File: src/rtl/flag_unit_pkg.sv
package flag_unit_pkg;

  localparam int unsigned FLAG_N = 4;
  localparam int unsigned SEL_W  = $clog2(FLAG_N);
  localparam int unsigned COND_W = SEL_W + 1;

  // bit positions, also the condition select values
  localparam int unsigned FLAG_CY = 0;
  localparam int unsigned FLAG_ZR = 1;
  localparam int unsigned FLAG_SG = 2;
  localparam int unsigned FLAG_PE = 3;

  typedef enum logic [1:0] {
    CLS_HOLD  = 2'b00,
    CLS_STEP  = 2'b01,
    CLS_ARITH = 2'b10,
    CLS_ROT   = 2'b11
  } op_class_e;

  typedef struct packed {
    logic pe;
    logic sg;
    logic zr;
    logic cy;
  } flags_t;

endpackage

File: src/rtl/flag_derive.sv
module flag_derive #(
  parameter int unsigned DATA_W = 8
) (
  input  logic [DATA_W-1:0] result_i,
  output logic              zero_o,
  output logic              sign_o,
  output logic              even_o
);

  assign zero_o = ~|result_i;
  assign sign_o = result_i[DATA_W-1];
  assign even_o = ~^result_i;

endmodule

File: src/rtl/flag_write_mask.sv
module flag_write_mask
  import flag_unit_pkg::*;
(
  input  op_class_e         op_class_i,
  output logic [FLAG_N-1:0] wr_en_o
);

  always_comb begin
    wr_en_o = '0;
    unique case (op_class_i)
      CLS_HOLD:  wr_en_o = '0;
      CLS_STEP: begin
        wr_en_o[FLAG_ZR] = 1'b1;
        wr_en_o[FLAG_SG] = 1'b1;
        wr_en_o[FLAG_PE] = 1'b1;
      end
      CLS_ARITH: wr_en_o = '1;
      CLS_ROT:   wr_en_o[FLAG_CY] = 1'b1;
      default:   wr_en_o = '0;
    endcase
  end

endmodule

File: src/rtl/flag_store.sv
module flag_store
  import flag_unit_pkg::*;
(
  input  logic              clk_i,
  input  logic              rst_ni,
  input  logic [FLAG_N-1:0] wr_en_i,
  input  logic [FLAG_N-1:0] next_i,
  output logic [FLAG_N-1:0] flags_o
);

  for (genvar g = 0; g < FLAG_N; g++) begin : g_flag
    always_ff @(posedge clk_i or negedge rst_ni) begin
      if (!rst_ni)         flags_o[g] <= 1'b0;
      else if (wr_en_i[g]) flags_o[g] <= next_i[g];
    end

    // a flag whose enable is low keeps its value
    a_r2_masked_hold: assert property (@(posedge clk_i) disable iff (!rst_ni)
      !wr_en_i[g] |=> $stable(flags_o[g]));
  end

endmodule

File: src/rtl/cond_eval.sv
module cond_eval
  import flag_unit_pkg::*;
(
  input  logic [FLAG_N-1:0] flags_i,
  input  logic [COND_W-1:0] cond_i,
  output logic              take_o
);

  logic [SEL_W-1:0] sel;
  logic             want;

  assign sel    = cond_i[SEL_W-1:0];
  assign want   = cond_i[COND_W-1];
  assign take_o = (flags_i[sel] == want);

endmodule

File: src/rtl/flag_status_unit.sv
module flag_status_unit
  import flag_unit_pkg::*;
#(
  parameter int unsigned DATA_W = 8
) (
  input  logic              clk_i,
  input  logic              rst_ni,
  input  logic [DATA_W-1:0] result_i,
  input  logic              carry_i,
  input  logic [1:0]        op_class_i,
  input  logic [2:0]        cond_i,
  output logic [3:0]        flags_o,
  output logic              cond_true_o
);

  op_class_e         cls;
  logic              zr_d, sg_d, pe_d;
  logic [FLAG_N-1:0] wr_en;
  flags_t            next_f;
  logic [FLAG_N-1:0] flags_q;

  assign cls = op_class_e'(op_class_i);

  flag_derive #(.DATA_W(DATA_W)) u_derive (
    .result_i (result_i),
    .zero_o   (zr_d),
    .sign_o   (sg_d),
    .even_o   (pe_d)
  );

  flag_write_mask u_mask (
    .op_class_i (cls),
    .wr_en_o    (wr_en)
  );

  always_comb begin
    next_f.cy = carry_i;
    next_f.zr = zr_d;
    next_f.sg = sg_d;
    next_f.pe = pe_d;
  end

  flag_store u_store (
    .clk_i   (clk_i),
    .rst_ni  (rst_ni),
    .wr_en_i (wr_en),
    .next_i  (next_f),
    .flags_o (flags_q)
  );

  cond_eval u_cond (
    .flags_i (flags_q),
    .cond_i  (cond_i),
    .take_o  (cond_true_o)
  );

  assign flags_o = flags_q;

  a_r3_step_keeps_carry: assert property (@(posedge clk_i) disable iff (!rst_ni)
    (op_class_i == 2'b01) |=> (flags_o[0] == $past(flags_o[0])));

  a_r4_alu_takes_carry: assert property (@(posedge clk_i) disable iff (!rst_ni)
    (op_class_i == 2'b10) |=> (flags_o[0] == $past(carry_i)));

  a_r5_rot_only_carry: assert property (@(posedge clk_i) disable iff (!rst_ni)
    (op_class_i == 2'b11) |=> ($stable(flags_o[3:1]) && flags_o[0] == $past(carry_i)));

  a_r6_zero_result: assert property (@(posedge clk_i) disable iff (!rst_ni)
    (op_class_i == 2'b10 && result_i == '0) |=> (flags_o[1] && flags_o[3] && !flags_o[2]));

  a_r7_sign_bit: assert property (@(posedge clk_i) disable iff (!rst_ni)
    (op_class_i == 2'b01) |=> (flags_o[2] == $past(result_i[DATA_W-1])));

  // condition code 3'b000 asks for clear carry
  a_r10_carry_clear_test: assert property (@(posedge clk_i) disable iff (!rst_ni)
    (cond_i == 3'b000) |-> (cond_true_o != flags_o[0]));

endmodule

File: config.mk
export PLATFORM = sky130hd
export DESIGN_NAME = flag_status_unit
export DESIGN_NICKNAME = d
export VERILOG_FILES = /design/src/rtl/flag_unit_pkg.sv /design/src/rtl/flag_derive.sv /design/src/rtl/flag_write_mask.sv /design/src/rtl/flag_store.sv /design/src/rtl/cond_eval.sv /design/src/rtl/flag_status_unit.sv
export SDC_FILE = /design/constraint.sdc
export NUM_CORES = 1
export LEC_CHECK = 0
export BUFFER_PORTS_ARGS = -buffer_cell sky130_fd_sc_hd__buf_2
export CORE_AREA = 10 10 47 49
export CTS_CLUSTER_DIAMETER = 80
export DETAILED_ROUTE_END_ITERATION = 7
export DIE_AREA = 0 0 57 59
export GPL_TIMING_DRIVEN = 0
export MAX_ROUTING_LAYER = met4
export PLACE_DENSITY = 0.59
export SLEW_MARGIN = 5
export SYNTH_ARGS = -nofsm -noshare
export SYNTH_HDL_FRONTEND = slang
export SYNTH_SLANG_ARGS = --single-unit
File: constraint.sdc
create_clock -name clk_i -period 1.4 [get_ports clk_i]
set_input_delay 0.14 -clock clk_i [delete_from_list [all_inputs] [get_ports clk_i]]
set_output_delay 0.14 -clock clk_i [all_outputs]
set_load 0.02 [all_outputs]
; Yosys cells after proc, flatten, opt, wreduce, memory -nomap -nowiden
; Cells that the tools add are included.
[totals]
register_bits = 4
input_bits = 16
output_inout_bits = 5
wordCells = 18
[classes]
order_cmp = 1
eq_ne = 4
mux = 4
n_reduce_logical = 5
[ops]
columns = operator, count
row1 = $reduce_or A8 Y1, 1
row2 = $reduce_xnor A8 Y1, 1
row3 = $eq A2 B2 Y1 const B, 2
row4 = $reduce_or A2 Y1, 2
row5 = $lt A2 B3 Y1 const B, 1
row6 = $mux W3, 1
row7 = $bmux W1 S2, 1
row8 = $eq A2 B1 Y1 const B, 1
row9 = $mux W1, 2
row10 = $eq A1 B1 Y1, 1
row11 = $logic_not A1 Y1, 1

; Longest topological paths before layout
[logic_depth]
depth_word = 3
ltp_mapped = 5
mapped_depth_nobuf = 5

; Cells and area by module
; A second synthesis with hierarchy kept.
[unflattened]
cells_unflattened = 34
area_unflattened_um2 = 367.9
[modules_own_cells]
columns = mod, n_inst, cells_per_inst, area_per_inst_um2, seq_area_each_um2
row1 = flag_store, 1, 8, 160.2, 100.1
row2 = flag_derive, 1, 17, 122.6, 0.0
row3 = flag_write_mask, 1, 7, 53.8, 0.0
row4 = cond_eval, 1, 2, 31.3, 0.0

; Worst setup path after synthesis
; No wires, ideal clock.
[synth_timing]
path_kind = register to output
from = reg u_store.flags_o[3]
to = out cond_true_o
arrival_ns = 1.333
t_required_ns = 1.260
setup_slack_ns = -0.073
path_stages_with_launch = 3
path_buffers = 0
path_cell_list = dfrtp_1 mux4_2 xnor2_1
[synth_via]
elab_chain_len = 3
[synth_rtl]
columns = element, line
row1 = "start, declared", flag_store.sv:8  ; output logic [FLAG_N-1:0] flags_o
row2 = "start signal, assigned by index", flag_store.sv:14  ; else if (wr_en_i[g]) flags_o[g] <= next_i[g];
row3 = $bmux W1 S2, cond_eval.sv:14  ; assign take_o = (flags_i[sel] == want);
row4 = $mux W1 (implied by the code), cond_eval.sv:14
row5 = $eq A1 B1 Y1, cond_eval.sv:14
row6 = "end, declared", flag_status_unit.sv:13  ; output logic cond_true_o
; No other way between the ends. The select of a mux whose other input is x is not followed.

; Final worst setup path
; Ends and elaborated chain as after synthesis.

==> flow_summary.yaml <==
run_status:
  status: "finished with violations"
  violations: "negative setup slack"
power:
  p_leak_nw: 0.306
  vdd_drop_max_uv: 299
  p_per_area_nw_per_um2: 1010
floorplanning:
  fp.dieH_um: 59
  dieWidth_um: 57
  initial_utilization: 0.224
  std_cell_rows: 14
  die_area_um2: 3360
  core-area_um2: 1400
  io_pins: 21
place:
  io_buffers: 20
  dp_hpwl_um: 701
  dp.cells: 69
  placed_area_um2: 442
  place.gp.congestion: 0.676
sta:
  fmax_mhz: 650
  post-route-period-util: 1.10
  grt_setup_unrepaired: "yes"
  clock_skew_ns: 0
  period_needed_ns: 1.54
  setup_viol: 1
  slew_violations: 0
  setup_ws_ns: -0.139
  hold_violations: 0
  tightest_slew_ns: 0.176
  whs_ns: 0.147
  maxSlewHeadroom: 0.881
grt:
  grt.met3_usage: 0.0236
  grtUsageMet1: 0.0600
  grt_max_degree: 7
  grt-busiest-layer: "met2"
  grt.total_usage: 0.0526
  grt_pass1_wl_um: 1390
  grt_use_met2: 0.0744
  grt.overflow.total: 0
  antenna_found_initial: 0
  grt_pass1_vias: 356
yosys:
  ys_seq_elements: 4
  synth_top_family_by_area: "adder cells"
  synth.distinct_cells: 11
  syn_nets: 55
  yosys.area_share.simple: 0.0677
  yosys.area_share.xor_xnor: 0.112
  syn_area_um2: 314
  syn_inst: 33
  synth-compound-area-share: 0.0478
  ys_seq_area_frac: 0.319
  synth-adder-area-share: 0.239
  syn_avg_cell_area_um2: 9.52
  yosysWarnings: 0
  muxShareOfSynthArea: 0.108
cells_and_area:
  drive_gt1_frac: 0.500
  nNetsFinal: 86
  design_area_um2: 514
  largest_register: "u_store.flags_o"
  final_cell_mix: "buf_2 (19), inv_1 (9), ha_1 (6), buf_4 (6), dfrtp_1 (4)"
  syn_to_final_growth_pct: 63.7
  finalNonFillerCells: 78
  antennaDiodeCount: 0
  reg_top3: "u_store.flags_o: 4 flops"
  largest_reg_flops: 4
  final_common_cell: "buf_2"
setup_path:
  crit_path_max_fanout: 2
  crit_path_end_kind: "output port"
  crit_type: "register to output port"
  start_kind: "register"
  cp_data_required_time_ns: 1.26
  cp_data_arrival_time_ns: 1.40
  max_stage_delay_ns: 0.50
  crit_path_top_delay_cell: "mux4_2"
  worstPathCellList: "mux4_2 > xnor2_2 > buf_4"
clock_tree:
  cts_made_buffers: 3
  tritoncts: "done"
  clkLatencyLatePin_ns: 0.23
  htreeDepth: 1
  cts.sinks: 4
  clock_path_buffers: 2
  cts.reportedPaths.clkPinSlew_ns: 0.04
  cts_root_buffer: "clkbuf_4"
detailed_routing:
  drc_errors: 0
  totalWireLength_um: 842
  drt-vias-per-instance: 3.99
  routed-via-count: 311
  drt_pass1_iterations: 3
  wire_per_inst_um: 10.8
  ant_nets: 0
  drt_iter0_drc: 3
min_path:
  hold_class: "primary input to register"
run:
  drv_cap: 0
==> stage by stage <==
stage / setup slack, ns / total power (W) / setup TNS [ns] / util
2_1_floorplan: 0.0342 / 0.000262 / 0 / -
3_5_place_dp: 0.0977 / 0.000326 / 0 / 0.315
3_3_place_gp: 0.0907 / 0.000325 / 0 / 0.315
6_report: -0.139 / 0.000519 / -0.139 / 0.367
5_1_grt: -0.190 / 0.000567 / -0.190 / 0.367
4_1_cts: -0.130 / 0.000505 / -0.130 / 0.362
==> worst max-delay path, delay by kind of cell (launching register included) <==
family	cells	cell delay (ns)
multiplexers	1	0.50
buffers and inverters	1	0.15
flip-flops	1	0.37
XOR/XNOR	1	0.14
==> synthesized netlist by cell type <==
library cell	n	share of area
mux2_2	1	0.036
nand4_1	1	0.020
xnor2_1	3	0.084
xor2_1	1	0.028
ha_1	6	0.24
dfrtp_1	4	0.32
nor2_1	1	0.012
mux4_2	1	0.072
nand2_1	3	0.036
o21ai_0	3	0.048
inv_1	9	0.11
==> worst paths after layout <==
kind / from / end / slack (ns) / cells past startpoint
min reg2reg: u_store.flags_o[2] / u_store.flags_o[2] / 0.57 / 3
max reg2reg: u_store.flags_o[3] / u_store.flags_o[3] / 0.51 / 4
min: carry_i / u_store.flags_o[0] / 0.15 / 2
max in group asynchronous: rst_ni / u_store.flags_o[0] / 1.04 / 2
max: u_store.flags_o[3] / cond_true_o / -0.14 / 3
min in group asynchronous: rst_ni / u_store.flags_o[1] / 0.24 / 2
==> what timing repair did <==
item	CTS	global route
gates resized for setup	1	0
endpoints found under the setup margin	1	1
hold endpoints to repair	4	0
hold buffers	1	0
buffers inserted	4	1
==> routing by layer <==
layer	share of wire	wire length, µm	vias to the layer above
li1	-	-	162
met1	0.43	361	133
met2	0.50	418	16
met3	0.074	62	0
met4	0	0	0
met5	0	0	-
==> logic make-up after synthesis <==
logic type               after synthesis
AO/OA/AOI/OAI                          3
XOR/XNOR                               4
adder cells (fa/ha/maj)                6
buffers and inverters                  9
flip-flops                             4
multiplexers                           2
AND/OR/NAND/NOR                        5
==> final cells by class <==
| cell class | count | area, µm² |
|---|---|---|
| Fill cell | 156 | 887 |
| Multi-Input combinational cell | 20 | 188 |
| Timing Repair Buffer | 26 | 150 |
| Sequential cell | 4 | 100 |
| Inverter | 9 | 33.8 |
| Clock buffer | 3 | 22.5 |
| Tap cell | 16 | 20.0 |
==> power by group <==
group          switching (W)  leakage (nW)  total (W)  internal, W
registers         0.00000965        0.0500   0.000145     0.000135
logic               0.000104         0.242   0.000228     0.000124
clock network      0.0000495        0.0138   0.000146    0.0000961
total               0.000164         0.306   0.000519     0.000355
Power figures use the tool's default switching activity.
